**src/rtl/bdma_pkg.sv**
```systemverilog
package bdma_pkg;

    localparam int BYTE_W = 8;
    localparam int WORD_W = 24;

    localparam logic [2:0] RA_CTRL  = 3'd0;
    localparam logic [2:0] RA_IADDR = 3'd1;
    localparam logic [2:0] RA_EOFS  = 3'd2;
    localparam logic [2:0] RA_PAGE  = 3'd3;
    localparam logic [2:0] RA_COUNT = 3'd4;

    typedef enum logic [1:0] {
        FMT_PM24  = 2'b00,
        FMT_DM16  = 2'b01,
        FMT_DM8HI = 2'b10,
        FMT_DM8LO = 2'b11
    } fmt_e;

    typedef struct packed {
        logic       ctx;
        logic [3:0] ws;
        fmt_e       fmt;
        logic       dir;
    } ctrl_t;

    typedef enum logic [2:0] {
        ST_IDLE,
        ST_LOAD,
        ST_LATCH,
        ST_ARB,
        ST_BACC,
        ST_STORE,
        ST_DONE
    } st_e;

    function automatic logic [1:0] fmt_nbytes(fmt_e f);
        case (f)
            FMT_PM24: return 2'd3;
            FMT_DM16: return 2'd2;
            default:  return 2'd1;
        endcase
    endfunction

    // gathered bytes (newest in the low byte) -> on-chip word
    function automatic logic [WORD_W-1:0] fmt_pack(fmt_e f, logic [WORD_W-1:0] s);
        case (f)
            FMT_PM24:  return s;
            FMT_DM16:  return {8'h00, s[15:0]};
            FMT_DM8HI: return {8'h00, s[7:0], 8'h00};
            default:   return {16'h0000, s[7:0]};
        endcase
    endfunction

    // on-chip word -> shift register with the first byte to send on top
    function automatic logic [WORD_W-1:0] fmt_align(fmt_e f, logic [WORD_W-1:0] w);
        case (f)
            FMT_PM24:  return w;
            FMT_DM16:  return {w[15:0], 8'h00};
            FMT_DM8HI: return {w[15:8], 16'h0000};
            default:   return {w[7:0], 16'h0000};
        endcase
    endfunction

endpackage

```
**src/rtl/bdma_regs.sv**
```systemverilog
module bdma_regs
    import bdma_pkg::*;
#(
    parameter int IA_W  = 14,
    parameter int EA_W  = 14,
    parameter int PG_W  = 8,
    parameter int CNT_W = 14,
    parameter int CFG_W = 14
) (
    input  logic                 clk,
    input  logic                 rst,
    input  logic                 wr_en,
    input  logic [2:0]           sel,
    input  logic [CFG_W-1:0]     wr_data,
    output logic [CFG_W-1:0]     rd_data,
    input  logic                 busy,
    input  logic                 word_step,
    input  logic                 byte_step,
    output ctrl_t                ctrl,
    output logic [IA_W-1:0]      iaddr,
    output logic [EA_W+PG_W-1:0] xaddr,
    output logic [CNT_W-1:0]     count,
    output logic                 start
);
    localparam int XA_W = EA_W + PG_W;

    logic wr_ok;
    assign wr_ok = wr_en && !busy;
    assign start = wr_ok && (sel == RA_COUNT) && (wr_data[CNT_W-1:0] != '0);

    always_ff @(posedge clk) begin
        if (rst) begin
            ctrl  <= '0;
            iaddr <= '0;
            xaddr <= '0;
            count <= '0;
        end else begin
            if (wr_ok) begin
                case (sel)
                    RA_CTRL:  ctrl <= ctrl_t'(wr_data[7:0]);
                    RA_IADDR: iaddr <= wr_data[IA_W-1:0];
                    RA_EOFS:  xaddr[EA_W-1:0] <= wr_data[EA_W-1:0];
                    RA_PAGE:  xaddr[XA_W-1:EA_W] <= wr_data[PG_W-1:0];
                    RA_COUNT: count <= wr_data[CNT_W-1:0];
                    default: ;
                endcase
            end
            if (word_step) begin
                count <= count - 1'b1;
                iaddr <= iaddr + 1'b1;
            end
            if (byte_step) begin
                xaddr <= xaddr + 1'b1;
            end
        end
    end

    always_comb begin
        case (sel)
            RA_CTRL:  rd_data = CFG_W'(ctrl);
            RA_IADDR: rd_data = CFG_W'(iaddr);
            RA_EOFS:  rd_data = CFG_W'(xaddr[EA_W-1:0]);
            RA_PAGE:  rd_data = CFG_W'(xaddr[XA_W-1:EA_W]);
            RA_COUNT: rd_data = CFG_W'(count);
            default:  rd_data = '0;
        endcase
    end

endmodule

```
**src/rtl/bdma_lane.sv**
```systemverilog
module bdma_lane
    import bdma_pkg::*;
(
    input  logic              clk,
    input  logic              rst,
    input  fmt_e              fmt,
    input  logic              load,
    input  logic [WORD_W-1:0] word_in,
    input  logic              push,
    input  logic [BYTE_W-1:0] byte_in,
    input  logic              pop,
    output logic [BYTE_W-1:0] byte_out,
    output logic [WORD_W-1:0] word_out
);
    logic [WORD_W-1:0] sreg;

    always_ff @(posedge clk) begin
        if (rst) begin
            sreg <= '0;
        end else if (load) begin
            sreg <= fmt_align(fmt, word_in);
        end else if (push) begin
            sreg <= {sreg[WORD_W-BYTE_W-1:0], byte_in};
        end else if (pop) begin
            sreg <= {sreg[WORD_W-BYTE_W-1:0], {BYTE_W{1'b0}}};
        end
    end

    assign byte_out = sreg[WORD_W-1:WORD_W-BYTE_W];
    assign word_out = fmt_pack(fmt, sreg);

endmodule

```
**src/rtl/bdma_seq.sv**
```systemverilog
module bdma_seq
    import bdma_pkg::*;
#(
    parameter int CNT_W = 14
) (
    input  logic             clk,
    input  logic             rst,
    input  logic             start,
    input  ctrl_t            ctrl,
    input  logic [CNT_W-1:0] count,
    input  logic             cpu_ext_req,
    output logic             busy,
    output logic             ext_req,
    output logic             mem_en,
    output logic             mem_we,
    output logic             word_step,
    output logic             byte_step,
    output logic             lane_load,
    output logic             lane_push,
    output logic             lane_pop,
    output logic             irq
);
    st_e        st, st_n;
    logic [3:0] wcnt;
    logic [1:0] bidx;
    logic [1:0] nb;
    logic       last_b, last_w, done_b;

    assign nb     = fmt_nbytes(ctrl.fmt);
    assign last_b = (bidx == nb - 2'd1);
    assign last_w = (count == CNT_W'(1));
    assign done_b = (st == ST_BACC) && (wcnt == 4'd0);

    always_comb begin
        st_n = st;
        case (st)
            ST_IDLE:  if (start) st_n = ctrl.dir ? ST_LOAD : ST_ARB;
            ST_LOAD:  st_n = ST_LATCH;
            ST_LATCH: st_n = ST_ARB;
            ST_ARB:   if (!cpu_ext_req) st_n = ST_BACC;
            ST_BACC: begin
                if (done_b) begin
                    if (!last_b)       st_n = ST_ARB;
                    else if (!ctrl.dir) st_n = ST_STORE;
                    else if (last_w)   st_n = ST_DONE;
                    else               st_n = ST_LOAD;
                end
            end
            ST_STORE: st_n = last_w ? ST_DONE : ST_ARB;
            ST_DONE:  st_n = ST_IDLE;
            default:  st_n = ST_IDLE;
        endcase
    end

    always_ff @(posedge clk) begin
        if (rst) begin
            st   <= ST_IDLE;
            wcnt <= '0;
            bidx <= '0;
        end else begin
            st <= st_n;
            if (st == ST_ARB && !cpu_ext_req) begin
                wcnt <= ctrl.ws;
            end else if (st == ST_BACC && wcnt != 4'd0) begin
                wcnt <= wcnt - 4'd1;
            end
            if (st == ST_IDLE) begin
                bidx <= '0;
            end else if (done_b) begin
                bidx <= last_b ? 2'd0 : bidx + 2'd1;
            end
        end
    end

    assign busy      = (st != ST_IDLE);
    assign ext_req   = (st == ST_BACC);
    assign mem_en    = (st == ST_LOAD) || (st == ST_STORE);
    assign mem_we    = (st == ST_STORE);
    assign byte_step = done_b;
    assign word_step = (st == ST_STORE) || (done_b && last_b && ctrl.dir);
    assign lane_load = (st == ST_LATCH);
    assign lane_push = done_b && !ctrl.dir;
    assign lane_pop  = done_b && ctrl.dir;
    assign irq       = (st == ST_DONE);

endmodule

```
**src/rtl/bytedma_engine.sv**
```systemverilog
module bytedma_engine
    import bdma_pkg::*;
#(
    parameter int IA_W  = 14,
    parameter int EA_W  = 14,
    parameter int PG_W  = 8,
    parameter int CNT_W = 14,
    parameter int CFG_W = 14
) (
    input  logic                 clk,
    input  logic                 rst,
    input  logic                 cfg_we,
    input  logic [2:0]           cfg_addr,
    input  logic [CFG_W-1:0]     cfg_wdata,
    output logic [CFG_W-1:0]     cfg_rdata,
    output logic                 ext_req,
    output logic                 ext_we,
    output logic [EA_W+PG_W-1:0] ext_addr,
    output logic [7:0]           ext_wdata,
    input  logic [7:0]           ext_rdata,
    input  logic                 cpu_ext_req,
    output logic                 mem_en,
    output logic                 mem_we,
    output logic                 mem_pm,
    output logic [IA_W-1:0]      mem_addr,
    output logic [23:0]          mem_wdata,
    input  logic [23:0]          mem_rdata,
    output logic                 irq,
    output logic                 core_hold,
    output logic                 core_restart
);
    ctrl_t            ctrl;
    logic [CNT_W-1:0] count;
    logic             start, busy, word_step, byte_step;
    logic             lane_load, lane_push, lane_pop;

    bdma_regs #(
        .IA_W(IA_W), .EA_W(EA_W), .PG_W(PG_W), .CNT_W(CNT_W), .CFG_W(CFG_W)
    ) u_regs (
        .clk(clk), .rst(rst), .wr_en(cfg_we), .sel(cfg_addr),
        .wr_data(cfg_wdata), .rd_data(cfg_rdata), .busy(busy),
        .word_step(word_step), .byte_step(byte_step), .ctrl(ctrl),
        .iaddr(mem_addr), .xaddr(ext_addr), .count(count), .start(start)
    );

    bdma_seq #(.CNT_W(CNT_W)) u_seq (
        .clk(clk), .rst(rst), .start(start), .ctrl(ctrl), .count(count),
        .cpu_ext_req(cpu_ext_req), .busy(busy), .ext_req(ext_req),
        .mem_en(mem_en), .mem_we(mem_we), .word_step(word_step),
        .byte_step(byte_step), .lane_load(lane_load), .lane_push(lane_push),
        .lane_pop(lane_pop), .irq(irq)
    );

    bdma_lane u_lane (
        .clk(clk), .rst(rst), .fmt(ctrl.fmt), .load(lane_load),
        .word_in(mem_rdata), .push(lane_push), .byte_in(ext_rdata),
        .pop(lane_pop), .byte_out(ext_wdata), .word_out(mem_wdata)
    );

    assign ext_we       = ctrl.dir;
    assign mem_pm       = (ctrl.fmt == FMT_PM24);
    assign core_hold    = busy && ctrl.ctx;
    assign core_restart = irq && ctrl.ctx;

endmodule

```
**config.mk**
```make
export PLATFORM = sky130hd
export DESIGN_NAME = bytedma_engine
export DESIGN_NICKNAME = d
export VERILOG_FILES = /design/src/rtl/bdma_pkg.sv /design/src/rtl/bdma_regs.sv /design/src/rtl/bdma_lane.sv /design/src/rtl/bdma_seq.sv /design/src/rtl/bytedma_engine.sv
export SDC_FILE = /design/constraint.sdc
export NUM_CORES = 1
export LEC_CHECK = 0
export BUFFER_PORTS_ARGS = -buffer_cell sky130_fd_sc_hd__buf_2
export CAP_MARGIN = 20
export CORE_ASPECT_RATIO = 2
export CORE_MARGIN = 2
export CORE_UTILIZATION = 40
export DETAILED_ROUTE_END_ITERATION = 16
export HOLD_SLACK_MARGIN = 0.15
export PLACE_DENSITY = 0.63
export SLEW_MARGIN = 10
export SYNTH_ARGS = -nofsm -noshare
export SYNTH_HDL_FRONTEND = slang
export SYNTH_SLANG_ARGS = --single-unit
export TNS_END_PERCENT = 10
```
**constraint.sdc**
```tcl
create_clock -name clk -period 2.95 [get_ports clk]
set_clock_uncertainty 0.15 [all_clocks]
set_input_delay 0.4425 -clock clk [delete_from_list [all_inputs] [get_ports clk]]
set_output_delay 0.4425 -clock clk [all_outputs]
set_load 0.005 [all_outputs]
```
=== After elaboration in Yosys (flattened, before gate mapping) ===
Index checks and enable logic that the tools add are counted.
Widths: inputs -> output; s select.

* Equality and inequality tests: 17
* $add $sub $neg: 6
* Multiplexer cells: 29
* Reduce and logical (&&, ||, !) cells: 39

{| class="wikitable"
|+ Operator list
! kind !! count
|-
| $pmux 24 s3 || 2
|-
| $mux 14 || 7
|-
| $mux 24 || 3
|-
| $pmux 14 s5 || 1
|-
| $mux 22 || 2
|-
| $add 22x1->22 const B || 1
|-
| $mux 3 || 7
|-
| $pmux 3 s6 || 1
|-
| $add 14x1->14 const B || 1
|-
| $eq 14x1->1 const B || 1
|-
| $reduce_bool 14->1 || 1
|-
| $reduce_bool 2->1 || 7
|-
| $sub 14x1->14 const B || 1
|-
| $eq 3x2->1 const B || 4
|-
| $eq 3x3->1 const B || 4
|-
| $logic_and 1x1->1 || 12
|-
| $reduce_and 2->1 || 5
|-
| $mux 4 || 2
|-
| $mux 8 || 1
|-
| $eq 3x1->1 const B || 2
|-
| $logic_not 3->1 || 2
|-
| $reduce_bool 3->1 || 2
|-
| $logic_not 4->1 || 1
|-
| $mux 2 || 2
|-
| 15 further kinds || 19
|}

* Register bits: 91
* Output and inout port bits: 90
* Input bits: 53
* Logic and storage cells: 103

=== Longest topological paths before layout ===
Gate-level depths: netlist of the first run.

* Word-level depth: 9
* Depth in mapped cells: 9
* Mapped depth without buffers: 7

=== By module ===
A second synthesis of the first run with hierarchy kept.

* Cells, all modules: 774
* Area total of the unflattened synthesis: 6040.8 µm²

{| class="wikitable"
|+ By module, submodules not included
! module !! instances !! sequential area each (µm²) !! cells each !! area an instance (µm²)
|-
| bdma_regs || 1 || 1161.1 || 465 || 3524.6
|-
| bdma_lane || 1 || 480.5 || 215 || 1809.2
|-
| bdma_seq || 1 || 180.2 || 91 || 690.7
|-
| bytedma_engine || 1 || 0.0 || 3 || 16.3
|}

=== Worst setup path before layout of the first run ===
OpenSTA, ideal clock, no wires.

* Path kind: register to register
* Start: register u_seq.wcnt[0]
* End: register u_regs.xaddr[16]
* Cell stages (with the launch flop): 8
* Library setup time: 74 ps
* Setup slack: 521 ps
* Path buffers: 1
* Data required time: 2726 ps
* Arrival time: 2205 ps
* Clock period less this slack: 2429 ps
* Cells stage by stage: dfxtp_1 > inv_1 > ha_1 > or3b_1 > or4_1 > clkbuf_1 > or4_1 > a31oi_1

* Word-level cells in the longest chain between the ends: 4
* Elaborated cells between the ends (all ways): 6
* Those cells by class: 1 x mux; 5 x reduce/logical

{| class="wikitable"
|+ RTL lines
! element !! RTL line !! text
|-
| start, declared || bdma_seq.sv:24 || <nowiki>logic [3:0] wcnt;</nowiki>
|-
| start signal, assigned || bdma_seq.sv:63 || <nowiki>wcnt <= ctrl.ws;</nowiki>
|-
| start signal, assigned || bdma_seq.sv:65 || <nowiki>wcnt <= wcnt - 4'd1;</nowiki>
|-
| $logic_not 4->1 * || bdma_seq.sv:32 || <nowiki>assign done_b = (st == ST_BACC) && (wcnt == 4'd0);</nowiki>
|-
| $logic_and 1x1->1 * || bdma_seq.sv:32 ||
|-
| $reduce_bool 2->1 (no source line) || n/a ||
|-
| $reduce_and 2->1 (no source line) || n/a ||
|-
| end signal, assigned by index || bdma_regs.sv:42 || <nowiki>RA_EOFS: xaddr[EA_W-1:0] <= wr_data[EA_W-1:0];</nowiki>
|-
| end signal, assigned by index || bdma_regs.sv:43 || <nowiki>RA_PAGE: xaddr[XA_W-1:EA_W] <= wr_data[PG_W-1:0];</nowiki>
|-
| end signal, assigned || bdma_regs.sv:53 || <nowiki>xaddr <= xaddr + 1'b1;</nowiki>
|-
| end, declared || bdma_regs.sv:21 || <nowiki>output logic [EA_W+PG_W-1:0] xaddr,</nowiki>
|}

Mark *: on every way between the ends. The rest lies on a longest branch, timed or not.
A chain may end at the register's enable or synchronous reset.

=== Final worst setup path of the first run ===
Ends and elaborated chain as after synthesis.

==> Implementation_results.wiki, run 1 <==
{| class="wikitable"
! Metric !! Value
|-
| Row count || 63
|-
| Sum of routed wire length over all layers || about 22 mm
|-
| Proportion of layout cells with a drive suffix above 1 || 23.7%
|-
| Max capacitance violation total || 0
|-
| Sequential cell area || around 0.0018 mm2
|-
| Met1 WL || between 7 and 8 mm
|-
| Timing-limited maximum frequency || 0.378 GHz
|-
| Total count of hold-check failures in the final report || 0
|-
| Maximum vdd drop || slightly above 0.3 mV
|-
| Ordered list of cells on the worst path || inv_1, ha_1, or3b_1, or4_1, or4_1, a31oi_1
|-
| Leading cell types by total area after synthesis || sky130_fd_sc_hd__dfxtp_1, sky130_fd_sc_hd__nand2_1, sky130_fd_sc_hd__a21oi_1
|-
| Post-synthesis instance total || around 800
|-
| Vias per std cell || 6.12
|-
| Top cell type by total area after synthesis || sky130_fd_sc_hd__dfxtp_1
|-
| Static leakage || ~2.8 nW
|-
| Standard cell core area || between 0.01 and 0.015 mm2
|-
| Synth Cell Area || 0.00599 mm2
|-
| Final antenna-violating net count || 0
|-
| Cell count after placement || 1096
|-
| Most prevalent standard cell on the critical path || sky130_fd_sc_hd__or4_1
|-
| Buffer cell driving the clock tree root || sky130_fd_sc_hd__clkbuf_16
|-
| Global placer's final weighted congestion || roughly 0.94
|-
| Filler cell count || 1546
|-
| Routed len/inst || 20.0 um
|-
| Commonest cells after routing, fill and taps aside || sky130_fd_sc_hd__buf_2, sky130_fd_sc_hd__dfxtp_1, sky130_fd_sc_hd__nand2_1, sky130_fd_sc_hd__a21oi_1, sky130_fd_sc_hd__nor2_1
|-
| Longest individual stage delay on the worst path || 0.71 ns
|-
| Unrepaired setup endpoints after global routing || no
|-
| Initial antenna violation count || 0
|-
| Pre-antenna DRT Iters || 5
|-
| Critical path fanouts, max || 10
|-
| Ys Warns || 0
|-
| Remaining global-route overflow || 0
|-
| Max Transition Viols Final || 0
|-
| Tightest Pin Transition || ~0.88 ns
|-
| Post-route core utilization || approximately 50%
|-
| Num ports || roughly 140
|-
| Clock Pin Slew Worst Setup and Hold Paths || approximately 0.080 ns
|-
| Start point of the critical path || u_seq.wcnt[0]$_SDFFE_PP0P_
|-
| Total routing usage reported by global routing || around 27%
|-
| Gates resized, CTS repair || 0
|-
| Clock latency at the later pin of the worst-skew pair || 0.36 ns
|-
| Total die area || around 0.016 mm2
|-
| Wire length of the first global-routing pass || 34.5 mm
|-
| Die Span Y || roughly 180 um
|-
| Number of global-route vias before repair || roughly 6500
|-
| Max-Slew Margin vs Limit || 41.7%
|-
| Fin Hold WS || around 0.22 ns
|-
| Ratio of total power to cell area || approximately 540 mW/mm2
|-
| Initial Utilization || between 40% and 50%
|-
| Final setup violation count || 0
|-
| Leading cell type in the layout, fill and taps excluded || sky130_fd_sc_hd__buf_2
|-
| Tot Pwr || 3.87 mW
|-
| Worst r2r src || u_seq.wcnt[0]$_SDFFE_PP0P_
|-
| Detailed Place HPWL || 16.9 mm
|-
| Final routed DRC violation total || 0
|-
| Area overhead of the layout relative to synthesis || 20.2%
|-
| Maximum root-to-sink buffer count || 2
|-
| Period minus WS final || 2.65 ns
|-
| Die width || between 90 and 100 um
|-
| Buffers & Inverters on Critical Path || 1
|-
| Hold Crit Start || mem_rdata[6]
|-
| Crit path launch type || flop
|-
| Met2 Routed Length || around 12 mm
|-
| Crit path DAT || approximately 2.8 ns
|-
| Count of buffers from port buffering || approximately 140
|-
| Number of DRC markers after the initial detailed-route iteration || about 420
|-
| Post-route insts no fill || approximately 1100
|-
| Sequential fraction of the synthesis area || a little under a third
|-
| Syn avg cell area || approximately 7.5 um2
|-
| Synthesized netlist net count || roughly 850
|-
| Setup repair bufs after CTS || 0
|-
| Area share of the leading cell type in the synthesized netlist || about 30%
|-
| Diodes inserted || 0
|-
| Setup CP Type || reg -> reg
|-
| Sum Neg Setup Slack || 0 ns
|-
| DR vias || 6802
|-
| Multi-input combinational cell area || roughly 0.0038 mm2
|-
| #FFs+latches synth || 91
|-
| Critical-path cell with the highest stage delay || sky130_fd_sc_hd__or4_1
|-
| Proportion of register bits with asynchronous set or reset after synthesis || 0%
|-
| Kind of capture point of the worst setup path || flop
|-
| Post-synth top flop || sky130_fd_sc_hd__dfxtp_1
|-
| Tightest Hold Check Type || in -> reg
|-
| Period Utilization, post-route || approximately nine tenths
|-
| Delay-heaviest family, CP || simple AND/OR/NAND/NOR gates
|-
| Number of distinct library cells after synthesis || between 60 and 70
|-
| Final layout net count || 970
|-
| Routed length on met3 || 1.26 mm
|-
| CTS tree || done
|-
| Number of buffers created by CTS || 9
|-
| WP data required || between 3 and 4 ns
|-
| Pin count of the biggest net entering global routing || 43
|-
| Run status || finished, final reports clean
|-
| H-tree lvl count || 3
|-
| Sinks on the clock net || about 90
|-
| EDFF count, synth || 0
|-
| Top Metal Used || met4
|-
| Count of hold buffers inserted by post-cts repair || 0
|}
==> final cells by class <==
class	instances	share of cell area, %
Clock buffer	10	3.18
Clock inverter	6	0.800
Inverter	19	0.991
Multi-Input combinational cell	617	52.9
Sequential cell	91	25.3
Tap cell	195	3.39
Timing Repair Buffer	174	13.4
==> tightest hold or removal path: cells and delay by family <==
kind                   cells  cell delay (ns)
buffers and inverters      1             0.12
AOI/OAI and AO/OA          1             0.06
and+or+nand+nor            1             0.06
==> cell usage after synthesis, types with 14 or more instances <==
cell and instances:
sky130_fd_sc_hd__nand2_1 87, sky130_fd_sc_hd__dfxtp_1 91, sky130_fd_sc_hd__a21oi_1 64, sky130_fd_sc_hd__nor2_1 60
sky130_fd_sc_hd__and2_1 21, sky130_fd_sc_hd__o21ai_0 29, sky130_fd_sc_hd__nand3_1 45, sky130_fd_sc_hd__a22oi_1 22
sky130_fd_sc_hd__inv_1 18, sky130_fd_sc_hd__mux2i_1 25, sky130_fd_sc_hd__clkbuf_1 55, sky130_fd_sc_hd__nand4_1 14
sky130_fd_sc_hd__o311ai_0 14, sky130_fd_sc_hd__a31oi_1 32
==> path summary, 6_finish.rpt <==
kind | slack, ns | cells past startpoint | endpoint
setup / recovery | 0.30 | 6 | u_regs.xaddr[16]$_SDFFE_PP0P_
hold / removal | 0.22 | 3 | u_lane.sreg[6]$_SDFFE_PP0P_
setup reg to reg | 0.30 | 6 | u_regs.xaddr[16]$_SDFFE_PP0P_
hold reg to reg | 0.32 | 2 | u_lane.sreg[17]$_SDFFE_PP0P_
==> power by group <==
group / switching, mW / internal [mW] / total, mW
Clock: 0.572 / 0.594 / 1.17
Sequential: 0.124 / 1.37 / 1.50
Combinational: 0.688 / 0.522 / 1.21
Total: 1.39 / 2.49 / 3.87
==> cell families after synthesis <==
group | Yosys count | share of synthesized area, %
DFF | 91 | 30.4
buffers and inverters | 88 | 6.06
xor gates and xnor gates | 1 | 0.146
AOI/OAI and AO/OA | 248 | 27.9
adders and majority gates | 5 | 1.04
muxes | 35 | 6.06
and+or+nand+nor | 328 | 28.4
==> layer usage <==
layer	global-route usage [%]	vias up
li1	-	3216
met1	27.3	3196
met2	50.7	295
met3	4.56	95
met4	18.2	0
met5	0	-
==> state kept, by name, indices dropped and copies added (netlist names) <==
signal and count:
u_regs.xaddr 22, u_regs.iaddr 14, u_regs.count 14, u_seq.wcnt 4
u_seq.bidx 2, u_lane.sreg 24, u_seq.st 3, u_regs.ctrl 8
==> stage by stage <==
stage | area [um2] | setup slack, ns
floorplan | 5990 | 0.521
global placement | 6900 | 0.351
detailed placement | 6910 | 0.315
CTS | 7200 | 0.300
global route | 7200 | 0.192
finish | 7200 | 0.302
Note: power is estimated with default switching activity, not from simulation.
==> inputs of run 2 (changes only) <==
- CTS_BUF_LIST: default -> sky130_fd_sc_hd__clkbuf_4 sky130_fd_sc_hd__clkbuf_8
==> run 2 against run 1 <==
Compared with the run above:
- via count grew 0.59%
- clock power shrank 25%
- largest cell class unchanged
- sequential power is essentially flat
- combinational power is essentially flat
- first-iteration DRC count shrank 1.2%
- sequential share of layout area grew 0.35 points
- routed wire length is essentially flat
- non-clock buffer count is the same
- sequential cell count is the same
- die area is the same
- worst setup slack lost 0.011 ns
- cell area shrank 1.4%
==> Implementation_results.wiki, run 2 (synthesis gave the netlist of run 1 again) <==
{| class="wikitable"
! Metric !! Value
|-
| Run status || finished, final reports clean
|-
| Global placer's final weighted congestion || 0.940 (unchanged)
|-
| Timing-limited maximum frequency || 0.376 GHz (-0.41%)
|-
| Period Utilization, post-route || 90.2% (+0.37 points)
|-
| Gates resized, CTS repair || 0 (unchanged)
|-
| Most flop-heavy register || u_lane.sreg
|-
| Standard cell core area || 0.0147 mm2 (unchanged)
|-
| Final routed DRC violation total || 0 (unchanged)
|-
| Area overhead of the layout relative to synthesis || 18.5%
|-
| Crit path DAT || 2.83 ns (+0.05 ns)
|-
| Setup CP Type || reg -> reg
|-
| DR vias || 6842 (+0.59%)
|-
| Die Span Y || 177 um (unchanged)
|-
| Kind of capture point of the worst setup path || flop
|-
| Sum of routed wire length over all layers || 22.3 mm (about the same)
|-
| Count of hold buffers inserted by post-cts repair || 0 (unchanged)
|-
| Maximum root-to-sink buffer count || 2 (unchanged)
|-
| Tightest Pin Transition || 0.862 ns (-0.0133 ns)
|-
| Leading cell type in the layout, fill and taps excluded || sky130_fd_sc_hd__buf_2
|-
| Critical path fanouts, max || 10 (unchanged)
|-
| Max Transition Viols Final || 0 (unchanged)
|-
| Static leakage || 2.76 nW (-1.5%)
|-
| Final setup violation count || 0 (unchanged)
|-
| Tot Pwr || 3.58 mW (-7.5%)
|-
| Number of DRC markers after the initial detailed-route iteration || 412 (-1.2%)
|-
| Commonest cells after routing, fill and taps aside || sky130_fd_sc_hd__buf_2, sky130_fd_sc_hd__dfxtp_1, sky130_fd_sc_hd__nand2_1, sky130_fd_sc_hd__a21oi_1, sky130_fd_sc_hd__nor2_1
|-
| Initial Utilization || 40.6% (unchanged)
|-
| Detailed Place HPWL || 16.9 mm (unchanged)
|-
| Diodes inserted || 0 (unchanged)
|-
| Routed len/inst || 20.0 um (about the same)
|-
| CTS tree || done
|-
| Clock Pin Slew Worst Setup and Hold Paths || 0.11 ns (+0.03 ns)
|-
| Number of buffers created by CTS || 9 (unchanged)
|-
| Post-route insts no fill || 1112 (unchanged)
|-
| Count of buffers from port buffering || 142 (unchanged)
|-
| Initial antenna violation count || 0 (unchanged)
|-
| Largest registers ranked by flip-flop count || u_lane.sreg (24), u_regs.xaddr (22)
|-
| Wire length of the first global-routing pass || 34.4 mm (-0.32%)
|-
| Unrepaired setup endpoints after global routing || no
|-
| Max-Slew Margin vs Limit || 42.5% (+0.88 points)
|-
| Flip-flop count of the largest register, all copies and words added || 24 (unchanged)
|-
| Pin count of the biggest net entering global routing || 43 (unchanged)
|-
| Vias per std cell || 6.15 (+0.59%)
|-
| Ratio of total power to cell area || 505 mW/mm2 (-6.2%)
|-
| Cell count after placement || 1096 (unchanged)
|-
| Total count of hold-check failures in the final report || 0 (unchanged)
|-
| Setup repair bufs after CTS || 0 (unchanged)
|-
| Maximum vdd drop || 0.219 mV (-29%)
|-
| Tightest Hold Check Type || in -> reg
|-
| Post-route core utilization || 48.2% (-0.66 points)
|-
| Crit path launch type || flop
|-
| WP data required || 3.12 ns (+0.04 ns)
|-
| Max capacitance violation total || 0 (unchanged)
|-
| H-tree lvl count || 3 (unchanged)
|-
| Number of global-route vias before repair || 6447 (-0.12%)
|-
| Final layout net count || 970 (unchanged)
|-
| Die width || 90.5 um (unchanged)
|-
| Remaining global-route overflow || 0 (unchanged)
|-
| Num ports || 143 (unchanged)
|-
| Row count || 63 (unchanged)
|-
| Final antenna-violating net count || 0 (unchanged)
|-
| Sum Neg Setup Slack || 0 ns (unchanged)
|-
| Clock latency at the later pin of the worst-skew pair || 0.39 ns (+0.03 ns)
|-
| Total die area || 0.0160 mm2 (unchanged)
|-
| Total routing usage reported by global routing || 27.2% (-0.053 points)
|-
| Proportion of layout cells with a drive suffix above 1 || 23.8% (+0.11 points)
|-
| Buffer cell driving the clock tree root || sky130_fd_sc_hd__clkbuf_8
|-
| Sinks on the clock net || 91 (unchanged)
|-
| Period minus WS final || 2.66 ns (+0.0110 ns)
|-
| Pre-antenna DRT Iters || 7 (+2)
|}
==> run 2: path summary, 6_finish.rpt <==
kind,startpoint,end,slack (ns),cells after the start
max reg2reg,u_seq.wcnt[0]$_SDFFE_PP0P_,u_regs.xaddr[16]$_SDFFE_PP0P_,0.29,6
max,u_seq.wcnt[0]$_SDFFE_PP0P_,u_regs.xaddr[16]$_SDFFE_PP0P_,0.29,6
min,mem_rdata[5],u_lane.sreg[5]$_SDFFE_PP0P_,0.17,3
min reg2reg,u_lane.sreg[8]$_SDFFE_PP0P_,u_lane.sreg[16]$_SDFFE_PP0P_,0.33,2
==> run 2: power by group <==
part	switching [mW]	leakage [nW]	internal (mW)
logic	0.690	1.92	0.522
clock network	0.538	0.0987	0.338
registers	0.126	0.738	1.37
total	1.35	2.76	2.23
==> run 2: area by class of cell <==
cell class              instances  area (um2)
clock inverters                 6        57.6
flip-flops and latches         91        1820
inverters                      19        71.3
well taps                     195         244
repair buffers                174         967
fillers                      1554        7640
clock buffers                  10         131
multi-input cells             617        3810
==> run 2: metrics by stage <==
step | hold slack (ns) | instance area [um2] | setup WS [ns]
floorplan | 0.305 | 5990 | 0.521
global placement | 0.314 | 6900 | 0.351
global route | 0.186 | 7100 | 0.182
detailed placement | 0.316 | 6910 | 0.315
finish | 0.173 | 7100 | 0.291
CTS | 0.158 | 7100 | 0.298
==> run 2: worst max-delay path, cell delays in order (launching register included) <==
cell,delay [ns]
sky130_fd_sc_hd__dfxtp_1,0.35
sky130_fd_sc_hd__inv_1,0.06
sky130_fd_sc_hd__ha_1,0.16
sky130_fd_sc_hd__or3b_1,0.43
sky130_fd_sc_hd__or4_1,0.72
sky130_fd_sc_hd__or4_1,0.55
sky130_fd_sc_hd__a31oi_1,0.16
==> run 2: layer usage <==
metal  wire length, um  vias to the layer above  global-route usage, %  part of all wire [%]
met2             11600                      306                   50.6                    52
met4              1550                        0                   18.7                   7.0
met1              7780                     3230                   27.0                    35
li1                  -                     3218                      -                     -
met5                 0                        -                      0                     0
met3              1290                       88                   4.60                   5.8
==> inputs of run 3 (changes only) <==
- CORE_UTILIZATION: 40 -> 35
- SKIP_CTS_REPAIR_TIMING: default -> 1
==> run 3 against run 2 <==
Compared with the run above:
- first-iteration DRC count fell by 12%
- combinational power barely moved
- largest power group unchanged
- non-clock buffer count fell by 1
- critical path depth did not move
==> Implementation_results.wiki, run 3 (synthesis gave the netlist of run 1 again) <==
{| class="wikitable"
! Metric !! Value
|-
| Run status || finished, final reports clean
|-
| Max capacitance violation total || 0 (unchanged)
|-
| Maximum vdd drop || 0.230 mV (+4.9%)
|-
| Die width || 96.5 um (+6.6%)
|-
| Detailed Place HPWL || 17.1 mm (+0.93%)
|-
| Post-route core utilization || 42.3% (-5.9 points)
|-
| Unrepaired setup endpoints after global routing || no
|-
| Flop-to-flop setup slack || 0.30 ns (about the same)
|-
| Final routed DRC violation total || 0 (unchanged)
|-
| Period minus WS final || 2.65 ns (-0.00883 ns)
|-
| Clock share of power || 24.2% (-0.2 points)
|-
| Final layout net count || 969 (-0.10%)
|-
| Remaining global-route overflow || 0 (unchanged)
|-
| Initial Utilization || 35.7% (-4.9 points)
|-
| Sinks on the clock net || 91 (unchanged)
|-
| Most flop-heavy register || u_lane.sreg
|-
| P_int || 2.30 mW (+3.2%)
|-
| Switching power as a share of total power || 35.3% (-2.4 points)
|-
| Row count || 67 (+6.3%)
|-
| Sum of routed wire length over all layers || 22.5 mm (+0.97%)
|-
| Flip-flop count of the largest register, all copies and words added || 24 (unchanged)
|-
| Final antenna-violating net count || 0 (unchanged)
|-
| Max-Slew Margin vs Limit || 54.0% (+11 points)
|-
| Sum Neg Setup Slack || 0 ns (unchanged)
|-
| Count of buffers from port buffering || 142 (unchanged)
|-
| Buffer cell driving the clock tree root || sky130_fd_sc_hd__clkbuf_8
|-
| Pre-antenna DRT Iters || 6 (-1)
|-
| Clock Pin Slew Worst Setup and Hold Paths || 0.09 ns (-0.02 ns)
|-
| Filler cell count || 1809 (+16%)
|-
| Part of the total power dissipated in sequential elements || 42.0% (+0.2 points)
|-
| Timing-limited maximum frequency || 0.377 GHz (+0.33%)
|-
| Num ports || 143 (unchanged)
|-
| Routed len/inst || 20.1 um (+0.16%)
|-
| Kind of capture point of the worst setup path || flop
|-
| Pin count of the biggest net entering global routing || 44 (+2.3%)
|-
| Proportion of layout cells with a drive suffix above 1 || 23.5% (-0.25 points)
|-
| Multi-input combinational cell area || 0.00381 mm2 (unchanged)
|-
| Largest registers ranked by flip-flop count || u_lane.sreg (24), u_regs.xaddr (22)
|-
| DR vias || 6735 (-1.6%)
|-
| Total routing usage reported by global routing || 24.7% (-2.5 points)
|-
| Total count of hold-check failures in the final report || 0 (unchanged)
|-
| Area overhead of the layout relative to synthesis || 18.3%
|-
| Number of buffers created by CTS || 9 (unchanged)
|-
| Vias per std cell || 6.01 (-2.4%)
|-
| Clock latency at the later pin of the worst-skew pair || 0.38 ns (about the same)
|-
| WP data required || 3.11 ns (about the same)
|-
| Wire length of the first global-routing pass || 34.3 mm (-0.24%)
|-
| Leading cell type in the layout, fill and taps excluded || sky130_fd_sc_hd__buf_2
|-
| Ratio of total power to cell area || 502 mW/mm2 (-0.49%)
|-
| Proportion of power drawn by combinational gates || 33.8% (about the same)
|-
| Global placer's final weighted congestion || 0.922 (-1.9%)
|-
| Period Utilization, post-route || 89.9% (-0.30 points)
|-
| Final setup violation count || 0 (unchanged)
|-
| P_sw || 1.26 mW (-7.0%)
|-
| Die Span Y || 189 um (+6.7%)
|-
| Crit path launch type || flop
|-
| Initial antenna violation count || 0 (unchanged)
|-
| Total die area || 0.0182 mm2 (+14%)
|-
| Tightest Hold Check Type || in -> reg
|-
| Critical path fanouts, max || 10 (unchanged)
|-
| Diodes inserted || 0 (unchanged)
|-
| Sequential cell area || 0.00182 mm2 (unchanged)
|-
| Commonest cells after routing, fill and taps aside || sky130_fd_sc_hd__buf_2, sky130_fd_sc_hd__dfxtp_1, sky130_fd_sc_hd__nand2_1, sky130_fd_sc_hd__a21oi_1, sky130_fd_sc_hd__nor2_1
|-
| Number of DRC markers after the initial detailed-route iteration || 361 (-12%)
|-
| Static leakage || 2.74 nW (-0.43%)
|-
| Crit path DAT || 2.81 ns (-0.02 ns)
|-
| Tightest Pin Transition || 0.685 ns (-0.177 ns)
|-
| Number of global-route vias before repair || 6280 (-2.6%)
|-
| Maximum root-to-sink buffer count || 2 (unchanged)
|-
| CTS tree || done
|-
| Setup CP Type || reg -> reg
|-
| Max Transition Viols Final || 0 (unchanged)
|-
| Standard cell core area || 0.0168 mm2 (+14%)
|-
| H-tree lvl count || 3 (unchanged)
|}
## run 3: cell count changes in the layout (fill, tap and decap cells not counted), sizes merged
cell,previous run,this run
buf,174,173
bufinv,0,1
clkbuf,10,11
inv,22,18
## run 3: routing by layer
layer | vias to the layer above | part of all wire, % | wire length [um] | GRT usage [%]
li1 | 3209 | - | - | -
met1 | 3131 | 35 | 7850 | 25.1
met2 | 307 | 52 | 11800 | 44.7
met3 | 88 | 5.9 | 1330 | 3.50
met4 | 0 | 6.8 | 1530 | 16.3
met5 | - | 0 | 0 | 0
## run 3: cell type report
| type | count | area share (%) |
|---|---|---|
| Sequential cell | 91 | 25.7 |
| Timing Repair Buffer | 173 | 13.3 |
| Multi-Input combinational cell | 617 | 53.7 |
| Clock inverter | 3 | 0.565 |
| Inverter | 19 | 1.01 |
| Tap cell | 207 | 3.65 |
| Clock buffer | 11 | 2.05 |
## run 3: stage by stage
stage	power [mW]	hold slack, ns	std cells	setup slack (ns)	area [um2]
after global placement	2.71	0.316	1107	0.376	6900
final	3.56	0.182	1121	0.299	7090
after CTS	3.59	0.169	1121	0.322	7090
after global routing	3.80	0.184	1121	0.195	7090
after detailed placement	2.73	0.319	1107	0.329	6900
after floorplan	2.29	0.305	796	0.521	5990
## run 3: power groups by stage
stage	sequential (mW)	clock, mW	combinational [mW]
6_report	1.49	0.862	1.20
5_1_grt	1.51	0.937	1.35
2_1_floorplan	1.49	0	0.803
3_3_place_gp	1.52	0	1.19
4_1_cts	1.49	0.886	1.21
3_5_place_dp	1.52	0	1.21
## run 3: path summary, 6_finish.rpt
check	depth (start not counted)	startpoint	end
worst max-delay path	6	u_seq.wcnt[0]$_SDFFE_PP0P_	u_regs.xaddr[16]$_SDFFE_PP0P_
worst min-delay path	3	mem_rdata[0]	u_lane.sreg[0]$_SDFFE_PP0P_
worst max register to register	6	u_seq.wcnt[0]$_SDFFE_PP0P_	u_regs.xaddr[16]$_SDFFE_PP0P_
worst min register to register	2	u_lane.sreg[15]$_SDFFE_PP0P_	u_lane.sreg[23]$_SDFFE_PP0P_
## run 3: critical path, cell delays in order, from the launching register on
cell and delay [ns]:
sky130_fd_sc_hd__dfxtp_1 0.34, sky130_fd_sc_hd__inv_1 0.06, sky130_fd_sc_hd__ha_1 0.17, sky130_fd_sc_hd__or3b_1 0.43, sky130_fd_sc_hd__or4_1 0.71, sky130_fd_sc_hd__or4_1 0.55
sky130_fd_sc_hd__a31oi_1 0.16
